### config.mk
export PLATFORM = sky130hd
export DESIGN_NAME = atom_resv_unit
export DESIGN_NICKNAME = d
export VERILOG_FILES = /design/src/rtl/atom_pkg.sv /design/src/rtl/atom_ctrl.sv /design/src/rtl/atom_datapath.sv /design/src/rtl/atom_resv_unit.sv
export SDC_FILE = /design/constraint.sdc
export NUM_CORES = 1
export LEC_CHECK = 0
export ABC_CLOCK_PERIOD_IN_PS = 6900
export CORE_MARGIN = 5
export CORE_UTILIZATION = 40
export DETAILED_ROUTE_END_ITERATION = 8
export HOLD_SLACK_MARGIN = 0.06
export PLACE_DENSITY = 0.66
export SLEW_MARGIN = 40
export SYNTH_ARGS = -nofsm -noshare
export SYNTH_HDL_FRONTEND = slang
export SYNTH_HIERARCHICAL = 1
export SYNTH_SLANG_ARGS = --single-unit
### constraint.sdc
create_clock -name clk -period 6.9 [get_ports clk]
set_input_delay 2.07 -clock clk [delete_from_list [all_inputs] [get_ports clk]]
set_output_delay 2.07 -clock clk [all_outputs]
set_load 0.01 [all_outputs]
### src/rtl/atom_pkg.sv
package atom_pkg;

  typedef enum logic [1:0] {
    OP_WRITE = 2'd0,
    OP_LL    = 2'd1,
    OP_SC    = 2'd2,
    OP_CAS   = 2'd3
  } atom_op_e;

  // strobes from control to datapath
  typedef struct packed {
    logic takeHead;    // capture first flit and header
    logic takeSecond;  // capture second flit
    logic execute;     // perform the operation
    logic showSecond;  // present the second response word
  } atom_strobe_t;

endpackage

### src/rtl/atom_ctrl.sv
module atom_ctrl
  import atom_pkg::*;
(
  input  logic         clk,
  input  logic         rstN,
  input  logic         cmdValid,
  input  logic [1:0]   cmdOp,
  output logic         cmdReady,
  output logic         rspValid,
  output logic         rspLast,
  output atom_strobe_t strobe
);

  typedef enum logic [2:0] {
    ST_IDLE, ST_WAIT2, ST_EXEC, ST_SEND0, ST_SEND1
  } ctrl_state_e;

  ctrl_state_e state, stateNext;
  atom_op_e    opHeld;

  always_ff @(posedge clk) begin
    if (!rstN) begin
      state  <= ST_IDLE;
      opHeld <= OP_WRITE;
    end else begin
      state <= stateNext;
      if (strobe.takeHead) opHeld <= atom_op_e'(cmdOp);
    end
  end

  always_comb begin
    stateNext = state;
    strobe    = '0;
    cmdReady  = 1'b0;
    rspValid  = 1'b0;
    rspLast   = 1'b0;
    unique case (state)
      ST_IDLE: begin
        cmdReady = 1'b1;
        if (cmdValid) begin
          strobe.takeHead = 1'b1;
          if (cmdOp == OP_SC || cmdOp == OP_CAS) stateNext = ST_WAIT2;
          else                                   stateNext = ST_EXEC;
        end
      end
      ST_WAIT2: begin
        cmdReady = 1'b1;
        if (cmdValid) begin
          strobe.takeSecond = 1'b1;
          stateNext = ST_EXEC;
        end
      end
      ST_EXEC: begin
        strobe.execute = 1'b1;
        stateNext = ST_SEND0;
      end
      ST_SEND0: begin
        rspValid  = 1'b1;
        rspLast   = (opHeld != OP_LL);
        stateNext = (opHeld == OP_LL) ? ST_SEND1 : ST_IDLE;
      end
      ST_SEND1: begin
        rspValid          = 1'b1;
        rspLast           = 1'b1;
        strobe.showSecond = 1'b1;
        stateNext         = ST_IDLE;
      end
      default: stateNext = ST_IDLE;
    endcase
  end

endmodule

### src/rtl/atom_datapath.sv
module atom_datapath
  import atom_pkg::*;
#(
  parameter int ADDR_W = 4,
  parameter int SLOTS  = 4,
  parameter int TRD_W  = 4,
  parameter int PKT_W  = 4
) (
  input  logic               clk,
  input  logic               rstN,
  input  atom_strobe_t       strobe,
  input  logic [1:0]         cmdOp,
  input  logic [ADDR_W-1:0]  cmdAddr,
  input  logic [31:0]        cmdData,
  input  logic [TRD_W-1:0]   cmdTrdId,
  input  logic [PKT_W-1:0]   cmdPktId,
  output logic [31:0]        rspData,
  output logic [TRD_W-1:0]   rspTrdId,
  output logic [PKT_W-1:0]   rspPktId
);

  localparam int DEPTH = 1 << ADDR_W;
  localparam int SW    = (SLOTS > 1) ? $clog2(SLOTS) : 1;

  atom_op_e          hdrOp;
  logic [ADDR_W-1:0] hdrAddr;
  logic [31:0]       flitA, flitB;
  logic [31:0]       memArr [DEPTH];
  logic [SLOTS-1:0]  slotValid;
  logic [ADDR_W-1:0] slotAddr [SLOTS];
  logic [31:0]       slotSig  [SLOTS];
  logic [SW-1:0]     rrPtr;
  logic [31:0]       sigCount;
  logic [31:0]       word0, word1;

  // header and payload capture
  always_ff @(posedge clk) begin
    if (!rstN) begin
      hdrOp    <= OP_WRITE;
      hdrAddr  <= '0;
      rspTrdId <= '0;
      rspPktId <= '0;
      flitA    <= '0;
      flitB    <= '0;
    end else begin
      if (strobe.takeHead) begin
        hdrOp    <= atom_op_e'(cmdOp);
        hdrAddr  <= cmdAddr;
        rspTrdId <= cmdTrdId;
        rspPktId <= cmdPktId;
        flitA    <= cmdData;
      end
      if (strobe.takeSecond) flitB <= cmdData;
    end
  end

  // operation decision
  logic [31:0]      curWord;
  logic [SLOTS-1:0] addrHit, fullHit;
  logic             doStore, clearAddr, failFlag;
  logic [31:0]      storeVal, resWord0;

  assign curWord = memArr[hdrAddr];

  for (genvar s = 0; s < SLOTS; s++) begin : g_match
    assign addrHit[s] = slotValid[s] && (slotAddr[s] == hdrAddr);
    assign fullHit[s] = addrHit[s] && (slotSig[s] == flitB);
  end

  always_comb begin
    doStore  = 1'b0;
    storeVal = flitA;
    failFlag = 1'b0;
    resWord0 = '0;
    unique case (hdrOp)
      OP_WRITE: doStore = 1'b1;
      OP_LL:    resWord0 = curWord;
      OP_SC: begin
        doStore  = |fullHit;
        failFlag = ~doStore;
        resWord0 = {31'd0, failFlag};
      end
      OP_CAS: begin
        doStore  = (curWord == flitA);
        storeVal = flitB;
        failFlag = ~doStore;
        resWord0 = {31'd0, failFlag};
      end
      default: ;
    endcase
    clearAddr = doStore;
  end

  // storage array
  always_ff @(posedge clk) begin
    if (!rstN) begin
      for (int w = 0; w < DEPTH; w++) memArr[w] <= '0;
    end else if (strobe.execute && doStore) begin
      memArr[hdrAddr] <= storeVal;
    end
  end

  // reservation table
  logic allocate;
  assign allocate = strobe.execute && (hdrOp == OP_LL);

  for (genvar s = 0; s < SLOTS; s++) begin : g_slot
    always_ff @(posedge clk) begin
      if (!rstN) begin
        slotValid[s] <= 1'b0;
        slotAddr[s]  <= '0;
        slotSig[s]   <= '0;
      end else if (allocate && rrPtr == SW'(s)) begin
        slotValid[s] <= 1'b1;
        slotAddr[s]  <= hdrAddr;
        slotSig[s]   <= sigCount;
      end else if (strobe.execute && clearAddr && addrHit[s]) begin
        slotValid[s] <= 1'b0;
      end
    end
  end

  always_ff @(posedge clk) begin
    if (!rstN) begin
      rrPtr    <= '0;
      sigCount <= '0;
    end else if (allocate) begin
      rrPtr    <= (rrPtr == SW'(SLOTS - 1)) ? '0 : rrPtr + 1'b1;
      sigCount <= sigCount + 32'd1;
    end
  end

  // response words
  always_ff @(posedge clk) begin
    if (!rstN) begin
      word0 <= '0;
      word1 <= '0;
    end else if (strobe.execute) begin
      word0 <= resWord0;
      word1 <= sigCount;
    end
  end

  assign rspData = strobe.showSecond ? word1 : word0;

endmodule

### src/rtl/atom_resv_unit.sv
module atom_resv_unit
  import atom_pkg::*;
#(
  parameter int ADDR_W = 4,
  parameter int SLOTS  = 4,
  parameter int TRD_W  = 4,
  parameter int PKT_W  = 4
) (
  input  logic              clk,
  input  logic              rstN,
  input  logic              cmdValid,
  output logic              cmdReady,
  input  logic [1:0]        cmdOp,
  input  logic [ADDR_W-1:0] cmdAddr,
  input  logic [31:0]       cmdData,
  input  logic [TRD_W-1:0]  cmdTrdId,
  input  logic [PKT_W-1:0]  cmdPktId,
  output logic              rspValid,
  output logic [31:0]       rspData,
  output logic              rspLast,
  output logic [TRD_W-1:0]  rspTrdId,
  output logic [PKT_W-1:0]  rspPktId
);

  atom_strobe_t strobe;

  atom_ctrl u_ctrl (
    .clk      (clk),
    .rstN     (rstN),
    .cmdValid (cmdValid),
    .cmdOp    (cmdOp),
    .cmdReady (cmdReady),
    .rspValid (rspValid),
    .rspLast  (rspLast),
    .strobe   (strobe)
  );

  atom_datapath #(
    .ADDR_W (ADDR_W),
    .SLOTS  (SLOTS),
    .TRD_W  (TRD_W),
    .PKT_W  (PKT_W)
  ) u_dp (
    .clk      (clk),
    .rstN     (rstN),
    .strobe   (strobe),
    .cmdOp    (cmdOp),
    .cmdAddr  (cmdAddr),
    .cmdData  (cmdData),
    .cmdTrdId (cmdTrdId),
    .cmdPktId (cmdPktId),
    .rspData  (rspData),
    .rspTrdId (rspTrdId),
    .rspPktId (rspPktId)
  );

endmodule

==> results of run 1 <==
==> path summary, 6_finish.rpt <==
check                           startpoint                           endpoint  slack [ps]
min          u_ctrl/opHeld[1]$_SDFFE_PN0P_      u_ctrl/opHeld[1]$_SDFFE_PN0P_         450
max reg2reg                      flip-flop  u_dp/memArr[12][26]$_SDFFCE_PN0P_        1700
max                              flip-flop  u_dp/memArr[12][26]$_SDFFCE_PN0P_        1700
min reg2reg  u_ctrl/opHeld[1]$_SDFFE_PN0P_      u_ctrl/opHeld[1]$_SDFFE_PN0P_         450
==> cells by family (layout without fill, tap and decap cells) <==
family	count (synthesis)	count (layout)	share of synthesized area
fa+ha+maj	5	5	0.00159
simple gates	1185	1185	0.159
buf+inv	307	345	0.0416
xor+xnor	199	199	0.0442
compound gates	165	165	0.0303
mux	384	384	0.129
flops	845	845	0.595
==> layer usage <==
metal  track usage  vias to the layer above
met5             0                        -
met4        0.0725                        2
met3        0.0409                      197
met2         0.350                     1310
met1         0.302                    12800
li1              -                    11300
==> report_power, final <==
| group | leakage [uW] | internal [uW] | switching, uW |
|---|---|---|---|
| Combinational | 0.00524 | 416 | 783 |
| Sequential | 0.00828 | 5640 | 142 |
| Clock | 0.00137 | 2640 | 2010 |
==> final cells by class <==
class / instances / area share
clock buffer: 123 / 0.0552
clock inverter: 41 / 0.00805
inverter: 16 / 0.00136
multi-input combinational: 1938 / 0.331
sequential: 845 / 0.531
tap: 1287 / 0.0364
timing repair buffer: 165 / 0.0375
==> synth_stat cells, types with 79 or more instances <==
master    instances  area share
edfxtp_1        656        0.50
nor3_1          526       0.067
mux2i_1         215       0.055
nand2_1         195       0.019
dfxtp_1         189       0.096
and2_1          185       0.029
clkbuf_1        182       0.017
nor2b_1         144       0.023
xor2_1          110       0.024
mux4_2           89       0.051
xnor2_1          89       0.020
mux2_2           79       0.023
==> worst max-delay path, stage by stage (launching register included) <==
cell and delay [ps]:
dfxtp_4 750, buf_4 350, mux4_2 520, mux2i_1 210, mux2i_1 280, xor2_1 230
nor3_1 490, nand4_1 260, o41a_4 670, o31ai_4 320, buf_4 630
==> cells in the final DEF, fill, tap and decap left out, types with 6 or more instances in the layout <==
cell type,instances
edfxtp_1,656
nor3_1,525
mux2i_1,215
nand2_1,190
dfxtp_1,185
and2_1,184
nor2b_1,144
xor2_1,110
clkbuf_16,90
clkdlybuf4s50_1,90
mux4_2,89
xnor2_1,89
mux2_2,79
buf_4,55
a22oi_1,33
clkbuf_1,26
nor4_1,24
nand3_1,22
nand4_1,20
a21oi_1,19
clkinv_2,17
nor2_1,17
and3_1,17
o31ai_4,16
o21ai_0,15
inv_1,13
buf_12,12
clkinv_1,11
o22ai_1,8
a22o_1,8
a211oi_1,8
clkbuf_8,7
buf_6,7
nand2b_1,7
a221oi_1,7
o21ai_1,6
a21boi_0,6
==> through the flow <==
stage	cell area, um^2	hold slack, ps	cells
2_1_floorplan	39400	423	3090
3_3_place_gp	41400	431	4249
3_5_place_dp	41400	443	4250
4_1_cts	44200	452	4414
5_1_grt	44300	496	4415
6_report	44300	455	4415
==> flip-flops by register name (all words and copies together), names as in the netlist, named ones only <==
name,flops
u_ctrl/state,3
u_dp/hdrOp,2
u_dp/hdrAddr,4
u_dp/flitB,32
u_dp/rspPktId,4
u_dp/sigCount,32
u_dp/slotSig,128
u_dp/word1,32
u_ctrl/opHeld,2
u_dp/slotAddr,16
u_dp/word0,32
u_dp/slotValid,4
u_dp/flitA,32
u_dp/memArr,512
u_dp/rrPtr,2
u_dp/rspTrdId,4
==> results.cfg, run 1 <==
[outcome]
outcome = completed

[clocking]
path_clk_slew_ps = 60
cts-resized-gates = 0
hold_buffers = 0
clock-root-buffer = clkbuf_16
cts_setup_buffers = 0
clockBufferDepth = 3
cts_made_buffers = 88
htree_levels = 3
cts_tree = yes
clk_latency_ps = 660
clkSinkCount = 845

[global_route]
grt_pass1_vias = 24900
gr-total-overflow = 0
track_usage = 0.218
antenna_found_initial = 2
grt_max_degree = 209
grt_pass1_wl_mm = 170

[synthesis]
synth_edf_count = 656
syn-cell-area_um2 = 39400
yosys_most_used_dff = edfxtp_1
synth.yosys.warnings = 6
seq_area_frac_synth = 0.595
avgSynthCellArea_um2 = 12.8
ys_ff_latch = 845
syn_nets = 3144
async_flop_share = 0
syn_inst = 3090
synth_cell_types = 71

[timing]
skew_ps = 32.4
fin_crit_ps = 5200
final_max_slew_viol_count = 0
rsz0062_at_grt = false
setup_ws_ps = 1700
fmax_ghz = 0.192
finalSetupViolCount = 0
relSlewSlack = 0.405
finalSetupTns_ps = 0
hold_violations = 0
post-route-period-util = 0.753
worstMarginPinSlew_ps = 892

[run]
max_cap_viol_count = 0

[placed_design]
place_congestion = 0.889
dp_slack_ps = 1680
port_buffers = 91
dp_hpwl_mm = 73.6

[routing]
viasPerCell = 5.81
totalWireLength_mm = 117
met2_length_mm = 54.4
dr.max_layer_used = met5
wl_met3_mm = 11.2
vias = 25600
ant_nets = 0
wl_met1_mm = 47.2
first_pass_iters = 5
drt_iter0_markers = 2803
route.detailed.drc = 0
post_drt_wl_per_cell_um = 26.5

[floorplan]
core_um2 = 98100
row_count = 115
chipHeight_um = 324
die_w_um = 324
ios = 92
dieArea_um2 = 105000
start_util = 0.402

[critical_path]
setup.worst_path.start_class = flip-flop
rr_worst_depth = 10
critPathArrivalTime_ps = 5450
cp_max_fo = 32
path_class = flip-flop to flip-flop
required_ps = 7160
end_kind = flip-flop

[cells_and_area]
multi_input_area_um2 = 14700
fillers = 8795
fin_util = 0.451
nNetsFinal = 3108
seqCellArea_um2 = 23500
syn2layout_area_growth_pct = 12.3
drive_above_1_share = 0.134
n_antenna_cell = 0

[pwr]
p_leak_uw = 0.0149
power_density_nw_per_um2 = 263
peakVddDrop_mv = 0.187
total_power_uw = 11600

[hold_path]
min_delay_path_depth = 2
hold_class = flip-flop to flip-flop
(Power assumes the default switching activity.)
==> run 2, diff against run 1 <==
--- a/config.mk
+++ b/config.mk
@@ -5,7 +5,7 @@
 export SDC_FILE = /design/constraint.sdc
 export NUM_CORES = 1
 export LEC_CHECK = 0
-export ABC_CLOCK_PERIOD_IN_PS = 6900
+export ABC_CLOCK_PERIOD_IN_PS = 4800
 export CORE_MARGIN = 5
 export CORE_UTILIZATION = 40
 export DETAILED_ROUTE_END_ITERATION = 8
==> constraint.sdc (replaced) <==
create_clock -name clk -period 4.8 [get_ports clk]
set_input_delay 1.44 -clock clk [delete_from_list [all_inputs] [get_ports clk]]
set_output_delay 1.44 -clock clk [all_outputs]
set_load 0.01 [all_outputs]
==> results.cfg, run 2 (synthesis results as in run 1) <==
[critical_path]
required_ps = 5130
reg2reg_to = u_dp/memArr[8][4]$_SDFFCE_PN0P_
rr_worst_depth = 14
cp_max_fo = 39
r2r_slack_ps = 170
setup.worst_path.start_class = flip-flop
critPathArrivalTime_ps = 4950
path_class = flip-flop to flip-flop
end_kind = flip-flop

[floorplan]
row_count = 115
dieArea_um2 = 105000
start_util = 0.402
die_w_um = 324
ios = 92
chipHeight_um = 324
core_um2 = 98100

[timing]
fin_crit_ps = 4630
hold_violations = 0
worstMarginPinSlew_ps = 941
relSlewSlack = 0.367
rsz0062_at_grt = false
fmax_ghz = 0.216
post-route-period-util = 0.964
finalSetupTns_ps = 0
finalSetupViolCount = 0
final_max_slew_viol_count = 0
skew_ps = 33.5

[clocking]
cts_made_buffers = 89
cts-resized-gates = 0
clockBufferDepth = 3
clkSinkCount = 845
clock-root-buffer = clkbuf_16
clk_latency_ps = 660
hold_buffers = 0
cts_setup_buffers = 0
cts_tree = yes
htree_levels = 3
path_clk_slew_ps = 60

[cells_and_area]
fin_util = 0.461
syn2layout_area_growth_pct = 14.8
final_common_cell = edfxtp_1
largest_reg_flops = 512
reg_top3 = u_dp/memArr: 512 flops, u_dp/slotSig: 128 flops
drive_above_1_share = 0.157
final_cell_mix = 656 x edfxtp_1, 524 x nor3_1, 215 x mux2i_1
largest_register = u_dp/memArr
nNetsFinal = 3192

[routing]
drt_iter0_markers = 2911
totalWireLength_mm = 117
first_pass_iters = 5
viasPerCell = 5.76
route.detailed.drc = 0
ant_nets = 0
post_drt_wl_per_cell_um = 26.1
vias = 25900

[global_route]
grt_pass1_wl_mm = 173
track_usage = 0.220
grt_pass1_vias = 25500
grt_max_degree = 142
gr-total-overflow = 0
antenna_found_initial = 0

[pwr]
power_density_nw_per_um2 = 381
p_leak_uw = 0.0154
peakVddDrop_mv = 0.300

[hold_path]
hold_class = flip-flop to flip-flop
hp-start = u_ctrl/opHeld[0]$_SDFFE_PN0P_
min_delay_path_depth = 2
min_to = u_ctrl/opHeld[0]$_SDFFE_PN0P_

[placed_design]
port_buffers = 91
dp_hpwl_mm = 78.9
place_congestion = 0.882

[run]
max_cap_viol_count = 0

[outcome]
outcome = completed
## run 2: cell types whose count changed in the layout (fill, tap and decap cells not counted), sizes merged
cell / change
clkinvlp: +1
diode: +2
buf: +83
clkbuf: -5
bufinv: +5
## run 2: stage by stage
stage	total power [uW]	worst slack [ps]	instance area (um^2)	hold slack (ps)	instances
after floorplan	9530	-928	39600	423	3090
after global placement	10300	-12.7	42300	434	4333
after detailed placement	10300	276	42300	443	4334
after CTS	17300	270	45300	451	4499
after global routing	17700	117	45300	478	4499
final	17200	174	45300	454	4501
## run 2: final cells by class
class	instances	area [um^2]
Clock inverter	47	542
Fill cell	8660	52900
Tap cell	1287	1610
Timing Repair Buffer	248	2490
Inverter	16	60.1
Multi-Input combinational cell	1938	14600
Sequential cell	845	23500
Clock buffer	118	2440
Antenna cell	2	5.00
## run 2: routing by layer
layer,vias up,track usage,wire [um]
met2,1287,0.354,54800
met3,211,0.0444,11300
li1,11500,-,-
met4,0,0.0774,4210
met1,12900,0.300,47100
met5,-,0,0
## run 2: where the power goes
group          internal [uW]  switching (uW)  leakage, uW
Combinational            685            1180      0.00573
Sequential              8110             180      0.00828
Clock                   4090            2980      0.00145
## run 2: worst max-delay path by stage
stage	slack [ps]	depth (start not counted)	endpoint	startpoint
3_3_place_gp	-10	10	u_dp/memArr[8][1]$_SDFFCE_PN0P_	flip-flop
3_5_place_dp	280	14	u_dp/memArr[8][5]$_SDFFCE_PN0P_	flip-flop
4_1_cts	270	14	u_dp/memArr[8][7]$_SDFFCE_PN0P_	flip-flop
6_report	170	14	u_dp/memArr[8][4]$_SDFFCE_PN0P_	flip-flop
2_1_floorplan	-930	14	u_dp/memArr[6][0]$_SDFFCE_PN0P_	flip-flop
5_1_grt	120	12	u_dp/memArr[8][4]$_SDFFCE_PN0P_	flip-flop
## run 2: critical path, stage by stage (launching register included)
cell and delay, ps:
dfxtp_4 510, buf_12 280, mux2_2 390, o22ai_1 300
a221oi_1 130, o21ai_1 170, buf_4 160, xor2_1 390
nand3_1 120, buf_4 160, nand4b_1 200, o41a_2 520
buf_12 210, o31ai_4 350, buf_4 310
